### config.mk
export PLATFORM = sky130hd
export DESIGN_NAME = lane_mask_unit
export DESIGN_NICKNAME = d
export VERILOG_FILES = /design/src/rtl/lane_mask_pkg.sv /design/src/rtl/lane_mask_gen.sv /design/src/rtl/lane_mask_unit.sv
export SDC_FILE = /design/constraint.sdc
export NUM_CORES = 1
export LEC_CHECK = 0
export BUFFER_PORTS_ARGS = -buffer_cell sky130_fd_sc_hd__buf_4
export CELL_PAD_IN_SITES_DETAIL_PLACEMENT = 0
export CELL_PAD_IN_SITES_GLOBAL_PLACEMENT = 2
export CORE_ASPECT_RATIO = 0.9
export CORE_MARGIN = 10
export CORE_UTILIZATION = 25
export DETAILED_ROUTE_END_ITERATION = 10
export GPL_TIMING_DRIVEN = 0
export PLACE_DENSITY_LB_ADDON = 0.1
export SYNTH_ARGS = -nofsm -noshare
export SYNTH_HDL_FRONTEND = slang
export SYNTH_SLANG_ARGS = --single-unit
### constraint.sdc
create_clock -name clk -period 1.95 [get_ports clk]
set_clock_uncertainty 0.05 [all_clocks]
set_input_delay 0.195 -clock clk [delete_from_list [all_inputs] [get_ports clk]]
set_output_delay 0.195 -clock clk [all_outputs]
set_load 0.05 [all_outputs]
### src/rtl/lane_mask_pkg.sv
package lane_mask_pkg;
   typedef enum logic [2:0] {
      LM_ALL    = 3'd0,
      LM_EVEN   = 3'd1,
      LM_ODD    = 3'd2,
      LM_FIRST  = 3'd3,
      LM_LAST   = 3'd4,
      LM_SINGLE = 3'd5
   } lm_mode_e;

   localparam int unsigned LM_MODE_W   = 3;
   localparam int unsigned LM_MODE_MAX = 5;
endpackage

### src/rtl/lane_mask_gen.sv
module lane_mask_gen
   import lane_mask_pkg::*;
#(
   parameter int unsigned LANES = 16,
   parameter int unsigned NW    = 6
) (
   input  logic [LM_MODE_W-1:0] mode,
   input  logic [NW-1:0]        n,
   output logic [LANES-1:0]     en,
   output logic                 bad
);
   localparam int unsigned N_EXT = 32;

   if (LANES < 1) begin : g_chk_lanes
      $error("lane_mask_gen: LANES must be at least 1");
   end
   if (NW < 1 || NW > 30) begin : g_chk_nw
      $error("lane_mask_gen: NW must be in 1..30");
   end

   logic [N_EXT-1:0] n_ext;
   assign n_ext = N_EXT'(n);
   assign bad   = (mode > LM_MODE_W'(LM_MODE_MAX));

   for (genvar i = 0; i < LANES; i++) begin : g_lane
      logic lane_on;
      always_comb begin
         case (mode)
            LM_ALL:    lane_on = 1'b1;
            LM_EVEN:   lane_on = ((i % 2) == 0);
            LM_ODD:    lane_on = ((i % 2) == 1);
            LM_FIRST:  lane_on = (n_ext > N_EXT'(i));
            LM_LAST:   lane_on = ((n_ext + N_EXT'(i)) >= N_EXT'(LANES));
            LM_SINGLE: lane_on = (n_ext == N_EXT'(i));
            default:   lane_on = 1'b0;
         endcase
      end
      assign en[i] = lane_on;
   end

   // at most one lane in single mode
   always_comb begin
      if (mode == LM_SINGLE)
         a_r5_single_onehot: assert ($onehot0(en));
   end

   // illegal code gives no lanes
   always_comb begin
      if (bad)
         a_r6_illegal_empty: assert (en == '0);
   end

   // first-N mask population matches N when N fits
   always_comb begin
      if (mode == LM_FIRST && n_ext <= N_EXT'(LANES))
         a_r3_first_count: assert (N_EXT'($countones(en)) == n_ext);
   end
endmodule

### src/rtl/lane_mask_unit.sv
module lane_mask_unit
   import lane_mask_pkg::*;
#(
   parameter int unsigned ROWS = 16,
   parameter int unsigned COLS = 16,
   parameter int unsigned NW   = 6
) (
   input  logic                 clk,
   input  logic                 rst_n,
   input  logic                 issue,
   input  logic                 mem_op,
   input  logic [LM_MODE_W-1:0] row_mode,
   input  logic [NW-1:0]        row_n,
   input  logic [LM_MODE_W-1:0] col_mode,
   input  logic [NW-1:0]        col_n,
   output logic [ROWS-1:0]      row_en,
   output logic [COLS-1:0]      col_en,
   output logic                 row_bad,
   output logic                 col_bad
);
   if ((2 ** NW) <= ROWS || (2 ** NW) <= COLS) begin : g_chk_nw
      $error("lane_mask_unit: NW too narrow to name every lane");
   end

   logic [ROWS-1:0] row_gen;
   logic [COLS-1:0] col_gen;
   logic            row_gen_bad, col_gen_bad;

   lane_mask_gen #(.LANES(ROWS), .NW(NW)) u_row_gen (
      .mode(row_mode), .n(row_n), .en(row_gen), .bad(row_gen_bad)
   );

   lane_mask_gen #(.LANES(COLS), .NW(NW)) u_col_gen (
      .mode(col_mode), .n(col_n), .en(col_gen), .bad(col_gen_bad)
   );

   always_ff @(posedge clk) begin
      if (!rst_n) begin
         row_en  <= '0;
         col_en  <= '0;
         row_bad <= 1'b0;
         col_bad <= 1'b0;
      end else if (issue) begin
         row_en  <= mem_op ? '1 : row_gen;
         col_en  <= mem_op ? '1 : col_gen;
         row_bad <= mem_op ? 1'b0 : row_gen_bad;
         col_bad <= mem_op ? 1'b0 : col_gen_bad;
      end
   end

   a_r7_mem_full: assert property (@(posedge clk) disable iff (!rst_n)
      (issue && mem_op) |=> (&row_en && &col_en && !row_bad && !col_bad));

   a_r6_illegal_rows: assert property (@(posedge clk) disable iff (!rst_n)
      (issue && !mem_op && row_mode > 3'd5) |=> (row_en == '0 && row_bad));

   a_r9_hold: assert property (@(posedge clk) disable iff (!rst_n)
      !issue |=> ($stable(row_en) && $stable(col_en) &&
                  $stable(row_bad) && $stable(col_bad)));

   a_r1_all_cols: assert property (@(posedge clk) disable iff (!rst_n)
      (issue && col_mode == 3'd0) |=> &col_en);
endmodule

==> flow_summary.ini <==
[yosys]
syn_inst = 479
ys_ff_latch = 34
synth.distinct_cells = 74
yosysTopAreaCellShare_pct = 19.3
syn_area_sq_um = 3520
yosysSeqAreaShare_pct = 19.3
avgSynthCellArea_sq_um = 7.36
synth_top_flop_cell = dfxtp_1
synth_edf_count = 0
yosys_warnings = 0
synth-async-reset-ratio_pct = 0
yosys-top-cells-area = dfxtp_1 19%, a21oi_1 8.4%, o21ai_0 8.4%
syn_nets = 521
synth_top_cell_by_area = dfxtp_1

[clock_network]
cts.htree.levels = 2
cts_buffers = 5
post_cts_buffers = 0
worstSkewPairLatency_ns = 0.29
clkTransAtPathRegs_ns = 0.06
cts_sinks = 34
cts_tree = yes
clockBufferDepth = 2
cts_root_buf = clkbuf_16

[worst_hold_path]
hold_end = row_bad
hp-class = in2reg
hold_path_depth = 3
min_from = mem_op

[floorplan]
ios = 56
rows = 41
start_util_pct = 25.4
dieArea_sq_um = 19300
die_y_um = 133
core_area_sq_um = 13900
dieWidth_um = 145

[setup_path]
cp.required_ns = 2.05
worstPathMaxFanout = 11
worst_r2r_endpoint = row_en[9]
r2r_cells = 3
cp-start-kind = input port
rrSetupSlack_ns = 1.07
cp.arrival_ns = 2.05
setup.worst_path.class = in2reg
crit_path_end_kind = register
r2r_start = row_en[9]

[route]
drc = 0
dr.pass1.iters = 5
wl_per_cell_um = 21.0
via_count = 3924
drt.antenna.violating_nets = 0
vias_per_cell = 5.35
totalWireLength_mm = 15.4
drt_iter0_markers = 360

[run_status]
violations = negative setup slack
status = complete, but fails checks

[sta]
hold_viol = 0
setup_viol = 1
setup_ws_ns = -0.00877
relSlewSlack_pct = 42.9
drv_slew = 0
worst_pin_slew_ns = 0.848
whs_ns = 0.145
rsz0062_at_grt = no
fin_crit_ns = 1.96
post-route-period-util_pct = 100
fmax_ghz = 0.511

[layout]
finalInstanceArea_sq_um = 4340
final_nets = 581
antenna_cells = 0
area_growth_pct = 23.3
drive_above_1_share_pct = 20.9

[placement]
place_hpwl_mm = 11.8
pre_cts_slack_ns = -0.338
gp_congestion = 0.880
placed_area_sq_um = 4160
io_buffers = 53

[grt]
grt_antenna_before_repair = 0
grt_pass1_wl_mm = 23.9
grt_max_degree = 12
grt.total_usage_pct = 15.4
grt_overflow = 0
grt_pass1_vias = 3792

[power_and_ir_drop]
vdd_drop_max_uv = 283
p_per_area_nw_per_um2 = 591
p_leak_nw = 1.73

[run]
drv_cap = 0
[layout by cell type (no fill, tap or decap), types with 4 or more instances in the layout]
cell and count:
inv_1 10, nor2_1 22, nor3_1 5, xnor2_1 13, a31oi_1 25, nor2b_1 7, clkbuf_16 5, clkbuf_1 15
buf_6 7, o21ai_1 6, a221o_1 4, nand2b_1 4, or2_1 5, a21o_1 5, dfxtp_1 34, o211ai_1 4
nand2_1 31, buf_2 13, o21ai_0 59, buf_4 57, and3_1 8, a21oi_1 58, nand4_1 8, a211oi_1 7
and2_1 6, mux2i_1 8, ha_1 18, nand3_1 14
[through the flow]
step | util, % | power [W] | cells | setup TNS [ns]
after floorplan | - | 0.00140 | 479 | 0
after global placement | 30.0 | 0.00173 | 725 | -3.50
after detailed placement | 30.0 | 0.00172 | 725 | -2.95
after CTS | 31.0 | 0.00257 | 733 | 0
after global routing | 31.2 | 0.00269 | 733 | 0
final | 31.2 | 0.00257 | 733 | -0.00877
[power by group]
part / total, W / switching (W) / internal (W)
Clock: 0.000841 / 0.000334 / 0.000507
Combinational: 0.000943 / 0.000642 / 0.000301
Sequential: 0.000781 / 0.0000307 / 0.000751
[worst max path at each step]
stage,startpoint,to
floorplan,row_n[1],row_en[11]
global placement,row_n[2],row_en[4]
detailed placement,row_n[3],row_en[12]
CTS,row_n[2],row_en[6]
global route,row_n[1],row_en[11]
finish,row_n[3],row_en[12]
[what timing repair did]
item                       4_1_cts  5_1_grt
hold buffers                     0        0
gates cloned                     0        0
gates resized for setup          1       11
setup endpoints to repair        2        9
[metal layers]
metal,up-vias,wire [um],track usage (%)
met5,-,0,0
met4,0,91,2.41
met3,6,822,3.07
met2,116,5800,19.7
met1,1890,8680,25.0
li1,1912,-,-
[cell usage after synthesis, drive strengths merged, types with 5 or more instances]
library cell  number
a211oi             7
a21o               5
a21oi             60
a31oi             26
and2               7
and3               8
buf               24
clkbuf            17
dfxtp             34
ha                20
inv               12
mux2i              8
nand2             32
nand3             14
nand4              8
nor2              24
nor2b              7
nor3               7
o21ai             65
or2                8
xnor2             13
[state kept, by name (all words and copies together) (netlist names)]
| register | flops |
|---|---|
| row_en | 16 |
| col_en | 16 |
| col_bad | 1 |
| row_bad | 1 |
[critical path, cell delays in order]
cell,delay [ns]
buf_4,0.16
inv_1,0.27
ha_1,0.31
clkbuf_2,0.30
a21oi_1,0.10
o21ai_0,0.52
a41oi_1,0.19
[layout make-up]
type | count | area, sq um
clock buffers | 7 | 143
clock inverters | 1 | 5.00
repair buffers | 53 | 398
flip-flops and latches | 34 | 681
plain buffers | 41 | 241
fillers | 1533 | 9560
inverters | 12 | 45.0
multi-input cells | 392 | 2590
well taps | 193 | 241
[logic make-up after synthesis]
kind of cell,share of synthesized area (%)
AO/OA/AOI/OAI,36.9
XOR/XNOR,3.73
adder cells (fa/ha/maj),7.10
buffers and inverters,7.92
flip-flops,19.3
multiplexers,2.27
AND/OR/NAND/NOR,22.8
(Power assumes the default switching activity.)
